`config.mk`:
```
export PLATFORM = sky130hd
export DESIGN_NAME = hybrid_sub_adder
export DESIGN_NICKNAME = d
export VERILOG_FILES = /design/src/rtl/hpa_pkg.sv /design/src/rtl/hpa_prefix_carry.sv /design/src/rtl/hpa_const_chain.sv /design/src/rtl/hybrid_sub_adder.sv
export SDC_FILE = /design/constraint.sdc
export NUM_CORES = 1
export LEC_CHECK = 0
export ABC_AREA = 0
export BUFFER_PORTS_ARGS = -buffer_cell sky130_fd_sc_hd__buf_2
export CORE_AREA = 2 2 39 41
export DETAILED_ROUTE_END_ITERATION = 16
export DIE_AREA = 0 0 41 43
export GPL_TIMING_DRIVEN = 1
export PLACE_DENSITY = 0.88
export SLEW_MARGIN = 20
export SYNTH_ARGS = -nofsm -noshare
export SYNTH_HDL_FRONTEND = slang
export SYNTH_SLANG_ARGS = --single-unit
```
`constraint.sdc`:
```
create_clock -name vclk -period 4.9
set_input_delay 0.735 -clock vclk [all_inputs]
set_output_delay 0.735 -clock vclk [all_outputs]
set_load 0.01 [all_outputs]
```
`src/rtl/hpa_pkg.sv`:
```
package hpa_pkg;

  typedef enum int {
    TOPO_BK = 0,
    TOPO_SK = 1,
    TOPO_KS = 2
  } topo_e;

  // number of prefix stages for a given topology and width
  function automatic int stage_count(topo_e topo, int width);
    int lv;
    lv = $clog2(width);
    if (topo == TOPO_BK) return (2 * lv) - 1;
    return lv;
  endfunction

endpackage

```
`src/rtl/hpa_prefix_carry.sv`:
```
module hpa_prefix_carry #(
  parameter int             WL   = 8,
  parameter hpa_pkg::topo_e TOPO = hpa_pkg::TOPO_SK
) (
  input  logic [WL-1:0] a_i,
  input  logic [WL-1:0] b_i,
  output logic [WL-1:0] sum_o,
  output logic          cout_o
);
  localparam int LV = $clog2(WL);
  localparam int NS = hpa_pkg::stage_count(TOPO, WL);

  logic [WL-1:0]       prop;
  logic [NS:0][WL-1:0] gs;
  logic [NS:0][WL-1:0] ps;
  logic [WL:0]         carry;

  assign prop  = a_i ^ b_i;
  assign gs[0] = a_i & b_i;
  assign ps[0] = prop;

  for (genvar s = 0; s < NS; s++) begin : g_stage
    for (genvar i = 0; i < WL; i++) begin : g_bit
      if (TOPO == hpa_pkg::TOPO_KS) begin : g_ks
        if (i >= (1 << s)) begin : g_op
          assign gs[s+1][i] = gs[s][i] | (ps[s][i] & gs[s][i-(1<<s)]);
          assign ps[s+1][i] = ps[s][i] & ps[s][i-(1<<s)];
        end else begin : g_pass
          assign gs[s+1][i] = gs[s][i];
          assign ps[s+1][i] = ps[s][i];
        end
      end else if (TOPO == hpa_pkg::TOPO_SK) begin : g_sk
        if (((i >> s) & 1) == 1) begin : g_op
          localparam int J = ((i >> s) << s) - 1;
          assign gs[s+1][i] = gs[s][i] | (ps[s][i] & gs[s][J]);
          assign ps[s+1][i] = ps[s][i] & ps[s][J];
        end else begin : g_pass
          assign gs[s+1][i] = gs[s][i];
          assign ps[s+1][i] = ps[s][i];
        end
      end else begin : g_bk
        if (s < LV) begin : g_up
          if (((i + 1) % (2 << s)) == 0) begin : g_op
            assign gs[s+1][i] = gs[s][i] | (ps[s][i] & gs[s][i-(1<<s)]);
            assign ps[s+1][i] = ps[s][i] & ps[s][i-(1<<s)];
          end else begin : g_pass
            assign gs[s+1][i] = gs[s][i];
            assign ps[s+1][i] = ps[s][i];
          end
        end else begin : g_down
          localparam int L = (2 * LV) - 2 - s;
          if ((((i + 1) % (2 << L)) == (1 << L)) && (i >= (2 << L))) begin : g_op
            assign gs[s+1][i] = gs[s][i] | (ps[s][i] & gs[s][i-(1<<L)]);
            assign ps[s+1][i] = ps[s][i] & ps[s][i-(1<<L)];
          end else begin : g_pass
            assign gs[s+1][i] = gs[s][i];
            assign ps[s+1][i] = ps[s][i];
          end
        end
      end
    end
  end

  // carry-in of one folded in: group generate or group propagate
  assign carry[0] = 1'b1;
  for (genvar i = 0; i < WL; i++) begin : g_carry
    assign carry[i+1] = gs[NS][i] | ps[NS][i];
  end

  assign sum_o  = prop ^ carry[WL-1:0];
  assign cout_o = carry[WL];
endmodule

```
`src/rtl/hpa_const_chain.sv`:
```
module hpa_const_chain #(
  parameter int WU = 9
) (
  input  logic [WU-1:0] a_i,
  input  logic          cin_i,
  output logic [WU-1:0] sum_o
);
  logic [WU-1:0] cy;

  assign cy[0] = cin_i;
  for (genvar k = 0; k < WU; k++) begin : g_cell
    assign sum_o[k] = ~(a_i[k] ^ cy[k]);
    if (k < WU - 1) begin : g_link
      assign cy[k+1] = a_i[k] | cy[k];
    end
  end
endmodule

```
`src/rtl/hybrid_sub_adder.sv`:
```
module hybrid_sub_adder #(
  parameter int             N    = 4,
  parameter hpa_pkg::topo_e TOPO = hpa_pkg::TOPO_SK
) (
  input  logic [4*N:0]   p_i,
  input  logic [2*N:0]   t_i,
  output logic [4*N:0]   s_o
);
  localparam int WL = 2 * N;
  localparam int WU = (2 * N) + 1;
  localparam int W  = WL + WU;

  logic [WL-1:0] t_inv;
  logic [WL-1:0] low_sum;
  logic [WU-1:0] up_sum;
  logic          low_cout;

  assign t_inv = ~t_i[WL-1:0];

  hpa_prefix_carry #(.WL(WL), .TOPO(TOPO)) u_low (
    .a_i   (p_i[WL-1:0]),
    .b_i   (t_inv),
    .sum_o (low_sum),
    .cout_o(low_cout)
  );

  hpa_const_chain #(.WU(WU)) u_up (
    .a_i  (p_i[W-1:WL]),
    .cin_i(low_cout),
    .sum_o(up_sum)
  );

  assign s_o = {up_sum, low_sum};
endmodule

```
# Word-level counts from Yosys, hierarchy flattened
# Index checks and enable logic that the tools add are counted.
[totals]
register_bits = 0
output_inout_bits = 17
wordCells = 74
[classes]
bitwise = 74
[op_table]
columns = ["operator", "count"]
rows = [
  ["1-bit bitwise OR", 28],
  ["1-bit bitwise AND", 24],
  ["8-bit bitwise XOR", 2],
  ["1-bit NOT", 9],
  ["1-bit bitwise XOR", 9],
  ["8-bit bitwise AND", 1],
  ["8-bit NOT", 1],
]

# Logic depth before layout (Yosys ltp)
# Gate-level depths: netlist of run 1.
[logic_depth]
word_depth = 19
ltp_mapped = 15
mapped_depth_nobuf = 15

# Modules after synthesis
# A second synthesis of run 1 with hierarchy kept.
[hier_totals]
hier_cells = 70
area_unflattened_um2 = 506.7
[modules_own_cells]
columns = ["module", "instances", "cells_each", "area_each_um2", "seq_area_each_um2"]
rows = [
  ["hpa_prefix_carry", 1, 36, 304.0, 0.0],
  ["hpa_const_chain", 1, 26, 172.7, 0.0],
  ["hybrid_sub_adder", 1, 8, 30.0, 0.0],
]

# Worst setup path before layout of run 1
# No wires, ideal clock.
[synth_timing]
kind = "input port to output port"
from = "input t_i[1]"
to = "output s_o[16]"
arrival_time_ns = 3.320
slack_ns = 0.845
path_stages = 15
path_buffers = 0
cell_sequence = "inv_1 > ha_1 > a31oi_2 > o221ai_2 > a221o_2 > a21oi_1 > ha_1 > ha_1 > ha_1 > ha_1 > ha_1 > ha_1 > ha_1 > ha_1 > xor2_1"
[synth_between]
elab_chain_cells = 19
[synth_lines]
columns = ["element", "line_no", "text"]
rows = [
  ["start, declared", "hybrid_sub_adder.sv:6", "input logic [2*N:0] t_i,"],
  ["8-bit NOT (*)", "hybrid_sub_adder.sv:18", "assign t_inv = ~t_i[WL-1:0];"],
  ["8-bit bitwise XOR", "hpa_prefix_carry.sv:18", "assign prop = a_i ^ b_i;"],
  ["1-bit bitwise AND", "hpa_prefix_carry.sv:35", "assign gs[s+1][i] = gs[s][i] | (ps[s][i] & gs[s][J]);"],
  ["1-bit bitwise OR", "hpa_prefix_carry.sv:35", ""],
  ["1-bit bitwise AND", "hpa_prefix_carry.sv:35", ""],
  ["1-bit bitwise OR", "hpa_prefix_carry.sv:35", ""],
  ["1-bit bitwise AND", "hpa_prefix_carry.sv:35", ""],
  ["1-bit bitwise OR", "hpa_prefix_carry.sv:35", ""],
  ["1-bit bitwise OR (*)", "hpa_prefix_carry.sv:67", "assign carry[i+1] = gs[NS][i] | ps[NS][i];"],
  ["1-bit bitwise OR (*) (8 in a row)", "hpa_const_chain.sv:14", "assign cy[k+1] = a_i[k] | cy[k];"],
  ["1-bit bitwise XOR (*)", "hpa_const_chain.sv:12", "assign sum_o[k] = ~(a_i[k] ^ cy[k]);"],
  ["1-bit NOT (*)", "hpa_const_chain.sv:12", ""],
  ["end, declared", "hybrid_sub_adder.sv:7", "output logic [4*N:0] s_o"],
]
# Mark *: on every way between the ends. The rest lies on a longest branch, timed or not.

# Final worst setup path of run 1
# Ends and elaborated chain as after synthesis.

==> key figures, run 1 <==
Setup path
  – Sort of element at the end of the critical path: output port
  – Series of cell instances along the critical path: buf_2 > inv_1 > ha_1 > a31oi_2 > o221ai_2 > a221o_2 > a21oi_1 > ha_1 > ha_1 > ha_1 > ha_1 > ha_1 > ha_1 > ha_1 > ha_1 > xor2_1 > buf_2
  – Critical Path Slowest Stage Cell: ha_1
  – Critical path's largest stage delay: 0.34 ns
  – Worst EP arrival: 3.62 ns
  – Crit path buffers/inverters: 3
  – CP Launch Type: input pin
  – Required time worst endpoint: 4.16 ns
  – Most numerous cell on the critical path: ha_1
  – Crit Path Max Fanout: 5
  – Critical path type: input pin to output port
  – Largest delay share family, worst path: adder cells

Placement
  – Detailed-placement wirelength estimate: 1082 um
  – Weighted congestion at the end of routability-driven global placement: 0.6464
  – PortBufs: 42

Global routing
  – Fraction of met1 tracks used by global routing: 12.03%
  – Top Usage Layer GRT: met2
  – Global-route wire length before repair: 1766 um
  – Overall fraction of global-route tracks in use: 13.39%
  – Largest net degree at the start of global routing: 6
  – Via count of the first global-routing pass: 503
  – GR Util met2: 29.69%
  – Global routing usage on met3: 0.5236%
  – Remaining Overflow, GRT: 0
  – Initial antenna violation count: 0

Outcome
  – Outcome: complete, no violations

Pwr
  – Part of the power in the clock network: 0%
  – Net switching power of the design: 0.04554 mW
  – Int Power: 0.04331 mW
  – Maximum resistive drop on vdd: 54.24 uV
  – Static Leakage: 0.5219 nW
  – Relative contribution of sequential cells to total power: 0%
  – Total power after layout: 0.08885 mW
  – Combinational share of power: 100.0%
  – Pwr dens: 119.9 nW/um^2
  – Fraction of power spent switching nets: 51.25%

Drt
  – Via density per instance: 4.672
  – DRT Wirelength: 1108 um
  – Per-cell routed wire length: 8.656 um
  – Initial DRC Count: 2
  – Total via count in the routed design: 598
  – Length of the first detailed-routing pass in iterations: 2
  – Number of nets with antenna violations after routing: 0
  – DRC violations left: 0

Synth
  – Sequential-to-total area share from yosys stat: 0%
  – Post-synth net total: 113
  – Cell area after synthesis: 510.5 um^2
  – Number of distinct library cells after synthesis: 19
  – Yosys warning count: 0
  – Count of mapped cells out of synthesis: 70
  – Mean Syn Cell Area: 7.293 um^2

Cells and area
  – Number of clock buffer instances in the layout: 0
  – Number of sequential storage elements: 0
  – Fraction of final layout cells sized beyond drive strength 1: 41.07%
  – Inserted Diodes: 0
  – Most used cells in the layout excluding fill and tap cells: 42 x buf_2, 28 x inv_1, 17 x ha_1
  – Area taken by flip-flops and latches: 0 um^2
  – Most common cell after layout, fill and taps aside: buf_2
  – # nets final: 157
  – Area growth syn-to-layout: 45.10%

Floorplanning
  – Io pins: 43
  – Effective utilization at floorplan: 36.89%
  – Die Y-Extent: 43 um
  – Number of cell rows: 14
  – Std-Cell Core Area: 1384 um^2
  – Die Width: 41 um
  – Die Area: 1763 um^2

STA
  – Final setup vio count: 0
  – Unrepaired setup endpoints after global routing: false
  – Worst slew margin relative to its limit: 80.15%
  – Highest attainable clock frequency: 229.4 MHz
  – Worst-Margin Slew: 0.2977 ns
  – Final Critical Period: 4.358 ns
  – Final Max Slew Viols: 0
  – Share of the clock period used by the worst path after layout: 88.95%
  – Setup TNS: 0 ns
  – Final hold violation count: 0

CTS
  – Number of gates resized after cts: 0
  – Number of hold buffers added after CTS: 0
  – Number of setup buffers added after CTS: 0

Run
  – Max Cap Violations: 0

Worst hold path
  – Hold/Removal Path Class: input pin to output port
## per-layer routing
layer	up-vias	wire, um
met5	-	0
met4	0	0
met3	0	121
met2	30	616
met1	261	370
li1	307	-
## power groups by stage
stage / clock (mW) / combinational [mW] / sequential (mW)
2_1_floorplan: 0 / 0.0552 / 0
3_3_place_gp: 0 / 0.0864 / 0
3_5_place_dp: 0 / 0.0901 / 0
4_1_cts: 0 / 0.0907 / 0
5_1_grt: 0 / 0.100 / 0
6_report: 0 / 0.0888 / 0
## worst min-delay path: stages
cell and delay [ns]:
buf_2 0.08, xor2_1 0.05, buf_2 0.13
## cell usage after synthesis
master    number  area share, %
a21o_1         1            1.5
a21oi_1        3            2.9
a221o_2        1            2.2
a31oi_1        1            1.2
a31oi_2        1            2.5
and3_1         1            1.2
ha_1          17             42
inv_1         28             21
nand2_1        1           0.73
nand3b_1       1            1.5
nor2_1         2            1.5
nor3_1         1           0.98
o211ai_2       1            2.5
o21a_1         2            2.9
o21ai_0        1           0.98
o221ai_2       1            2.9
or4b_1         1            2.0
xnor2_1        3            5.1
xor2_1         3            5.1
## final timing paths
path | from | end | cells after the start
worst max-delay path | t_i[1] | s_o[16] | 17
worst min-delay path | p_i[16] | s_o[16] | 3
## per-stage QoR
step	hold slack [ns]	util, %	area, um^2	cells	worst slack, ns
finish	1.733	53.53	740.7	128	0.5416
global placement	1.730	53.53	740.7	128	0.5952
CTS	1.736	53.53	740.7	128	0.5114
detailed placement	1.735	53.53	740.7	128	0.5023
global route	1.767	53.53	740.7	128	0.3293
floorplan	1.546	-	510.5	70	0.8450
## cell families (layout without fill, tap and decap cells)
| kind of cell | after synthesis | in the layout | synth area share, % |
|---|---|---|---|
| buf+inv | 28 | 70 | 20.59 |
| fa+ha+maj | 17 | 17 | 41.67 |
| compound gates | 12 | 12 | 19.60 |
| simple gates | 7 | 7 | 7.843 |
| xor+xnor | 6 | 6 | 10.30 |
## final cells by class
cell class,count,area (um^2)
multi-input cells,42,405.4
repair buffers,42,210.2
inverters,28,105.1
fillers,134,643.1
well taps,16,20.02
Note: power is estimated with default switching activity, not from simulation.
==> run 2, diff against run 1 <==
- CELL_PAD_IN_SITES_DETAIL_PLACEMENT: default -> 2
- CELL_PAD_IN_SITES_GLOBAL_PLACEMENT: default -> 2
- CORE_AREA: 2 2 39 41 -> default
- CORE_MARGIN: default -> 2
- CORE_UTILIZATION: default -> 19
- DIE_AREA: 0 0 41 43 -> default
- PLACE_DENSITY: 0.88 -> 0.91
==> key figures, run 2 (synthesis results as in run 1) <==
Run
  – Max Cap Violations: 0 (unchanged)

Setup path
  – Sort of element at the end of the critical path: output port
  – Required time worst endpoint: 4.16 ns (about the same)
  – CP Launch Type: input pin
  – Critical path type: input pin to output port
  – Crit Path Max Fanout: 5 (unchanged)
  – Worst EP arrival: 3.69 ns (+0.07 ns)

Outcome
  – Outcome: complete, no violations

Global routing
  – Via count of the first global-routing pass: 649 (+29%)
  – Global-route wire length before repair: 2656 um (+50%)
  – Initial antenna violation count: 0 (unchanged)
  – Largest net degree at the start of global routing: 6 (unchanged)
  – Remaining Overflow, GRT: 0 (unchanged)
  – Overall fraction of global-route tracks in use: 9.861% (-3.5 points)

STA
  – Final Max Slew Viols: 0 (unchanged)
  – Setup TNS: 0 ns (unchanged)
  – Final hold violation count: 0 (unchanged)
  – Share of the clock period used by the worst path after layout: 90.34% (+1.4 points)
  – Highest attainable clock frequency: 225.9 MHz (-1.5%)
  – Unrepaired setup endpoints after global routing: false
  – Worst slew margin relative to its limit: 79.37% (-0.78 points)
  – Worst-Margin Slew: 0.3095 ns (+0.01178 ns)
  – Final Critical Period: 4.427 ns (+0.06815 ns)
  – Final setup vio count: 0 (unchanged)

Placement
  – Weighted congestion at the end of routability-driven global placement: 0.6259 (-3.2%)
  – Detailed-placement wirelength estimate: 1407 um (+30%)
  – PortBufs: 42 (unchanged)

Drt
  – Number of nets with antenna violations after routing: 0 (unchanged)
  – Total via count in the routed design: 599 (+0.17%)
  – Length of the first detailed-routing pass in iterations: 2 (unchanged)
  – Per-cell routed wire length: 10.35 um (+20%)
  – DRT Wirelength: 1470 um (+33%)
  – DRC violations left: 0 (unchanged)
  – Initial DRC Count: 6 (+4)
  – Via density per instance: 4.218 (-9.7%)

Floorplanning
  – Io pins: 43 (unchanged)
  – Effective utilization at floorplan: 20.24% (-17 points)
  – Std-Cell Core Area: 2522 um^2 (+82%)
  – Die Width: 55.84 um (+36%)
  – Die Area: 3118 um^2 (+77%)
  – Number of cell rows: 18 (+4)
  – Die Y-Extent: 55.84 um (+30%)

Cells and area
  – # nets final: 157 (unchanged)
  – Most used cells in the layout excluding fill and tap cells: 42 x buf_2, 28 x inv_1, 17 x ha_1
  – Number of clock buffer instances in the layout: 0 (unchanged)
  – Area growth syn-to-layout: 48.53%
  – Post-layout util: 30.06% (-23 points)
  – Area taken by flip-flops and latches: 0 um^2 (unchanged)
  – Most common cell after layout, fill and taps aside: buf_2
  – Number of sequential storage elements: 0 (unchanged)
  – Inserted Diodes: 0 (unchanged)
  – Fraction of final layout cells sized beyond drive strength 1: 41.07% (unchanged)

Pwr
  – Static Leakage: 0.5219 nW (unchanged)
  – Pwr dens: 120.8 nW/um^2 (+0.70%)
  – Maximum resistive drop on vdd: 52.29 uV (-3.6%)

Worst hold path
  – Hold/Removal Path Class: input pin to output port
  – Worst hold path stage count: 3 (unchanged)

CTS
  – Number of gates resized after cts: 0 (unchanged)
  – Number of hold buffers added after CTS: 0 (unchanged)
  – Number of setup buffers added after CTS: 0 (unchanged)
-- run 2: area by class of cell --
cell class | instances | area [um^2]
Fill cell | 310 | 1764
Multi-Input combinational cell | 42 | 405.4
Timing Repair Buffer | 42 | 210.2
Inverter | 28 | 105.1
Tap cell | 30 | 37.54
-- run 2: path summary, 6_finish.rpt --
kind      end     from  slack (ns)
min   s_o[16]  p_i[16]        1.73
max   s_o[16]   t_i[1]        0.47
-- run 2: stage by stage --
| step | hold WS, ns | std cells | cell area [um^2] | setup WS (ns) | total power [mW] |
|---|---|---|---|---|---|
| after floorplan | 1.546 | 70 | 510.5 | 0.8450 | 0.05522 |
| after global placement | 1.733 | 142 | 758.2 | 0.5297 | 0.08897 |
| final | 1.733 | 142 | 758.2 | 0.4734 | 0.09158 |
| after detailed placement | 1.736 | 142 | 758.2 | 0.4537 | 0.09351 |
| after global routing | 1.755 | 142 | 758.2 | 0.2333 | 0.1034 |
| after CTS | 1.736 | 142 | 758.2 | 0.4403 | 0.09422 |
-- run 2: power breakdown --
| group | total (mW) | internal [mW] | leakage, nW | switching (mW) |
|---|---|---|---|---|
| sequential | 0 | 0 | 0 | 0 |
| combinational | 0.0916 | 0.0434 | 0.522 | 0.0481 |
| clock | 0 | 0 | 0 | 0 |
-- run 2: per-layer routing --
metal / vias to the layer above / global-route usage, % / share of wire (%)
li1: 306 / - / -
met1: 257 / 10.96 / 41
met2: 36 / 20.41 / 50
met3: 0 / 1.628 / 9.7
met4: 0 / 0 / 0
met5: - / 0 / 0
-- run 2: worst max-delay path, stage by stage --
cell	delay, ns
buf_2	0.07
inv_1	0.03
ha_1	0.35
a31oi_2	0.12
o221ai_2	0.29
a221o_2	0.24
a21oi_1	0.07
ha_1	0.19
ha_1	0.18
ha_1	0.18
ha_1	0.19
ha_1	0.20
ha_1	0.18
ha_1	0.18
ha_1	0.19
xor2_1	0.15
buf_2	0.13
==> run 3, diff against run 2 <==
- PLACE_DENSITY: 0.91 -> 0.92
- SYNTH_HIERARCHICAL: default -> 1
==> key figures, run 3 <==
Outcome
  – Outcome: complete, no violations

Setup path
  – Critical path type: input pin to output port
  – Worst EP arrival: 3.76 ns (+0.07 ns)
  – Required time worst endpoint: 4.16 ns (about the same)
  – CP Launch Type: input pin
  – Sort of element at the end of the critical path: output port
  – Crit Path Max Fanout: 5 (unchanged)

Global routing
  – Global-route wire length before repair: 2642 um (-0.53%)
  – Largest net degree at the start of global routing: 6 (unchanged)
  – Global routing usage on met3: 0.4651% (-1.2 points)
  – Top Usage Layer GRT: met2
  – Fraction of met1 tracks used by global routing: 11.34% (+0.39 points)
  – GR Util met2: 21.43% (+1.0 points)
  – Initial antenna violation count: 0 (unchanged)
  – Via count of the first global-routing pass: 595 (-8.3%)
  – Overall fraction of global-route tracks in use: 10.22% (+0.36 points)
  – Remaining Overflow, GRT: 0 (unchanged)

Floorplanning
  – Die Width: 55.65 um (-0.34%)
  – Effective utilization at floorplan: 20.27% (+0.032 points)
  – Std-Cell Core Area: 2500 um^2 (-0.89%)
  – Die Area: 3096 um^2 (-0.68%)
  – Io pins: 43 (unchanged)
  – Die Y-Extent: 55.65 um (-0.34%)
  – Number of cell rows: 18 (unchanged)

Synth
  – Top cell type's share of synthesized area: 41.98% (+0.31 points)
  – Cell with the most instances after synthesis: inv_1
  – Area leader, netlist: ha_1
  – Count of mapped cells out of synthesis: 70 (unchanged)
  – Number of distinct library cells after synthesis: 19 (unchanged)
  – Leading post-synthesis cells by instance count: 30 x inv_1, 17 x ha_1, 4 x xor2_1
  – Cell area after synthesis: 506.7 um^2 (-0.74%)
  – Yosys warning count: 6 (+6)
  – Post-synth net total: 113 (unchanged)
  – Sequential-to-total area share from yosys stat: 0% (unchanged)
  – Mean Syn Cell Area: 7.239 um^2 (-0.74%)
  – Ranking of synthesized cells by area: ha_1 42%, inv_1 22%, xor2_1 6.9%, xnor2_1 3.5%, o311ai_2 3.2%

STA
  – Hold slack final: 1.739 ns (+0.006480 ns)
  – Worst slew margin relative to its limit: 79.84% (+0.47 points)
  – Share of the clock period used by the worst path after layout: 91.64% (+1.3 points)
  – Unrepaired setup endpoints after global routing: false
  – Final hold violation count: 0 (unchanged)
  – Worst-Margin Slew: 0.3024 ns (-0.007063 ns)
  – Final Critical Period: 4.490 ns (+0.06374 ns)
  – Setup TNS: 0 ns (unchanged)
  – Final Max Slew Viols: 0 (unchanged)
  – Final setup vio count: 0 (unchanged)
  – Highest attainable clock frequency: 222.7 MHz (-1.4%)

Run
  – Max Cap Violations: 0 (unchanged)

Cells and area
  – Fill cell count: 333 (+7.4%)
  – # nets final: 157 (unchanged)
  – Fraction of final layout cells sized beyond drive strength 1: 41.96% (+0.89 points)
  – Multi-input combinational cell area: 394.1 um^2 (-2.8%)
  – Most used cells in the layout excluding fill and tap cells: 42 x buf_2, 30 x inv_1, 17 x ha_1
  – Number of clock buffer instances in the layout: 0 (unchanged)
  – Inserted Diodes: 0 (unchanged)
  – Area taken by flip-flops and latches: 0 um^2 (unchanged)
  – Number of sequential storage elements: 0 (unchanged)
  – Most common cell after layout, fill and taps aside: buf_2
  – Area growth syn-to-layout: 48.89%

CTS
  – Number of gates resized after cts: 0 (unchanged)
  – Number of setup buffers added after CTS: 0 (unchanged)
  – Number of hold buffers added after CTS: 0 (unchanged)

Placement
  – Weighted congestion at the end of routability-driven global placement: 0.6728 (+7.5%)
  – PortBufs: 42 (unchanged)
  – Detailed-placement wirelength estimate: 1578 um (+12%)

Drt
  – DRT Wirelength: 1602 um (+9.0%)
  – Initial DRC Count: 5 (-1)
  – Total via count in the routed design: 592 (-1.2%)
  – Number of nets with antenna violations after routing: 0 (unchanged)
  – Per-cell routed wire length: 11.28 um (+9.0%)
  – DRC violations left: 0 (unchanged)
  – Via density per instance: 4.169 (-1.2%)
  – Length of the first detailed-routing pass in iterations: 2 (unchanged)

Worst hold path
  – Hold/Removal Path Class: input pin to output port

Pwr
  – Static Leakage: 0.5310 nW (+1.7%)
  – Total power after layout: 0.09010 mW (-1.6%)
  – Maximum resistive drop on vdd: 35.87 uV (-31%)
  – Pwr dens: 119.4 nW/um^2 (-1.1%)
[run 3: worst paths after layout]
path,depth (start not counted),start,slack [ns],to
max,19,t_i[0],0.41,s_o[16]
min,3,p_i[16],1.74,s_o[16]
[run 3: per-stage QoR]
step	std cells	cell area [um^2]	worst slack (ns)	utilization [%]
4_1_cts	142	754.5	0.3690	30.18
3_5_place_dp	142	754.5	0.3729	30.18
2_1_floorplan	70	506.7	0.7638	-
5_1_grt	142	754.5	0.1214	30.18
6_report	142	754.5	0.4097	30.18
3_3_place_gp	142	754.5	0.4670	30.18
[run 3: worst max-delay path: stages]
cell and delay, ns:
buf_2 0.09, inv_1 0.06, inv_1 0.04, ha_1 0.28, o21ai_1 0.10, a22oi_2 0.30, a41o_1 0.27, a21o_1 0.12
inv_1 0.04, ha_1 0.17, ha_1 0.18, ha_1 0.18, ha_1 0.18, ha_1 0.18, ha_1 0.18, ha_1 0.18
ha_1 0.18, xor2_1 0.15, buf_2 0.15
[run 3: area by class of cell]
type                            count  share of cell area (%)
Inverter                           30                   14.93
Multi-Input combinational cell     40                   52.24
Timing Repair Buffer               42                   27.86
Tap cell                           30                   4.975
[run 3: logic make-up after synthesis]
group,count (synthesis),synth area share [%]
xor+xnor,6,10.37
simple gates,5,6.421
fa+ha+maj,17,41.97
compound gates,12,19.01
buf+inv,30,22.22
[run 3: routing by layer]
layer	share of wire [%]	vias to the layer above
met2	62	8
met4	1.2	0
met1	34	279
met3	2.2	2
met5	0	-
li1	-	303
[run 3: where the power goes]
part | internal (mW) | total, mW | switching, mW | leakage [nW]
Combinational | 0.0419 | 0.0901 | 0.0482 | 0.531
Sequential | 0 | 0 | 0 | 0
Clock | 0 | 0 | 0 | 0
Total | 0.0419 | 0.0901 | 0.0482 | 0.531
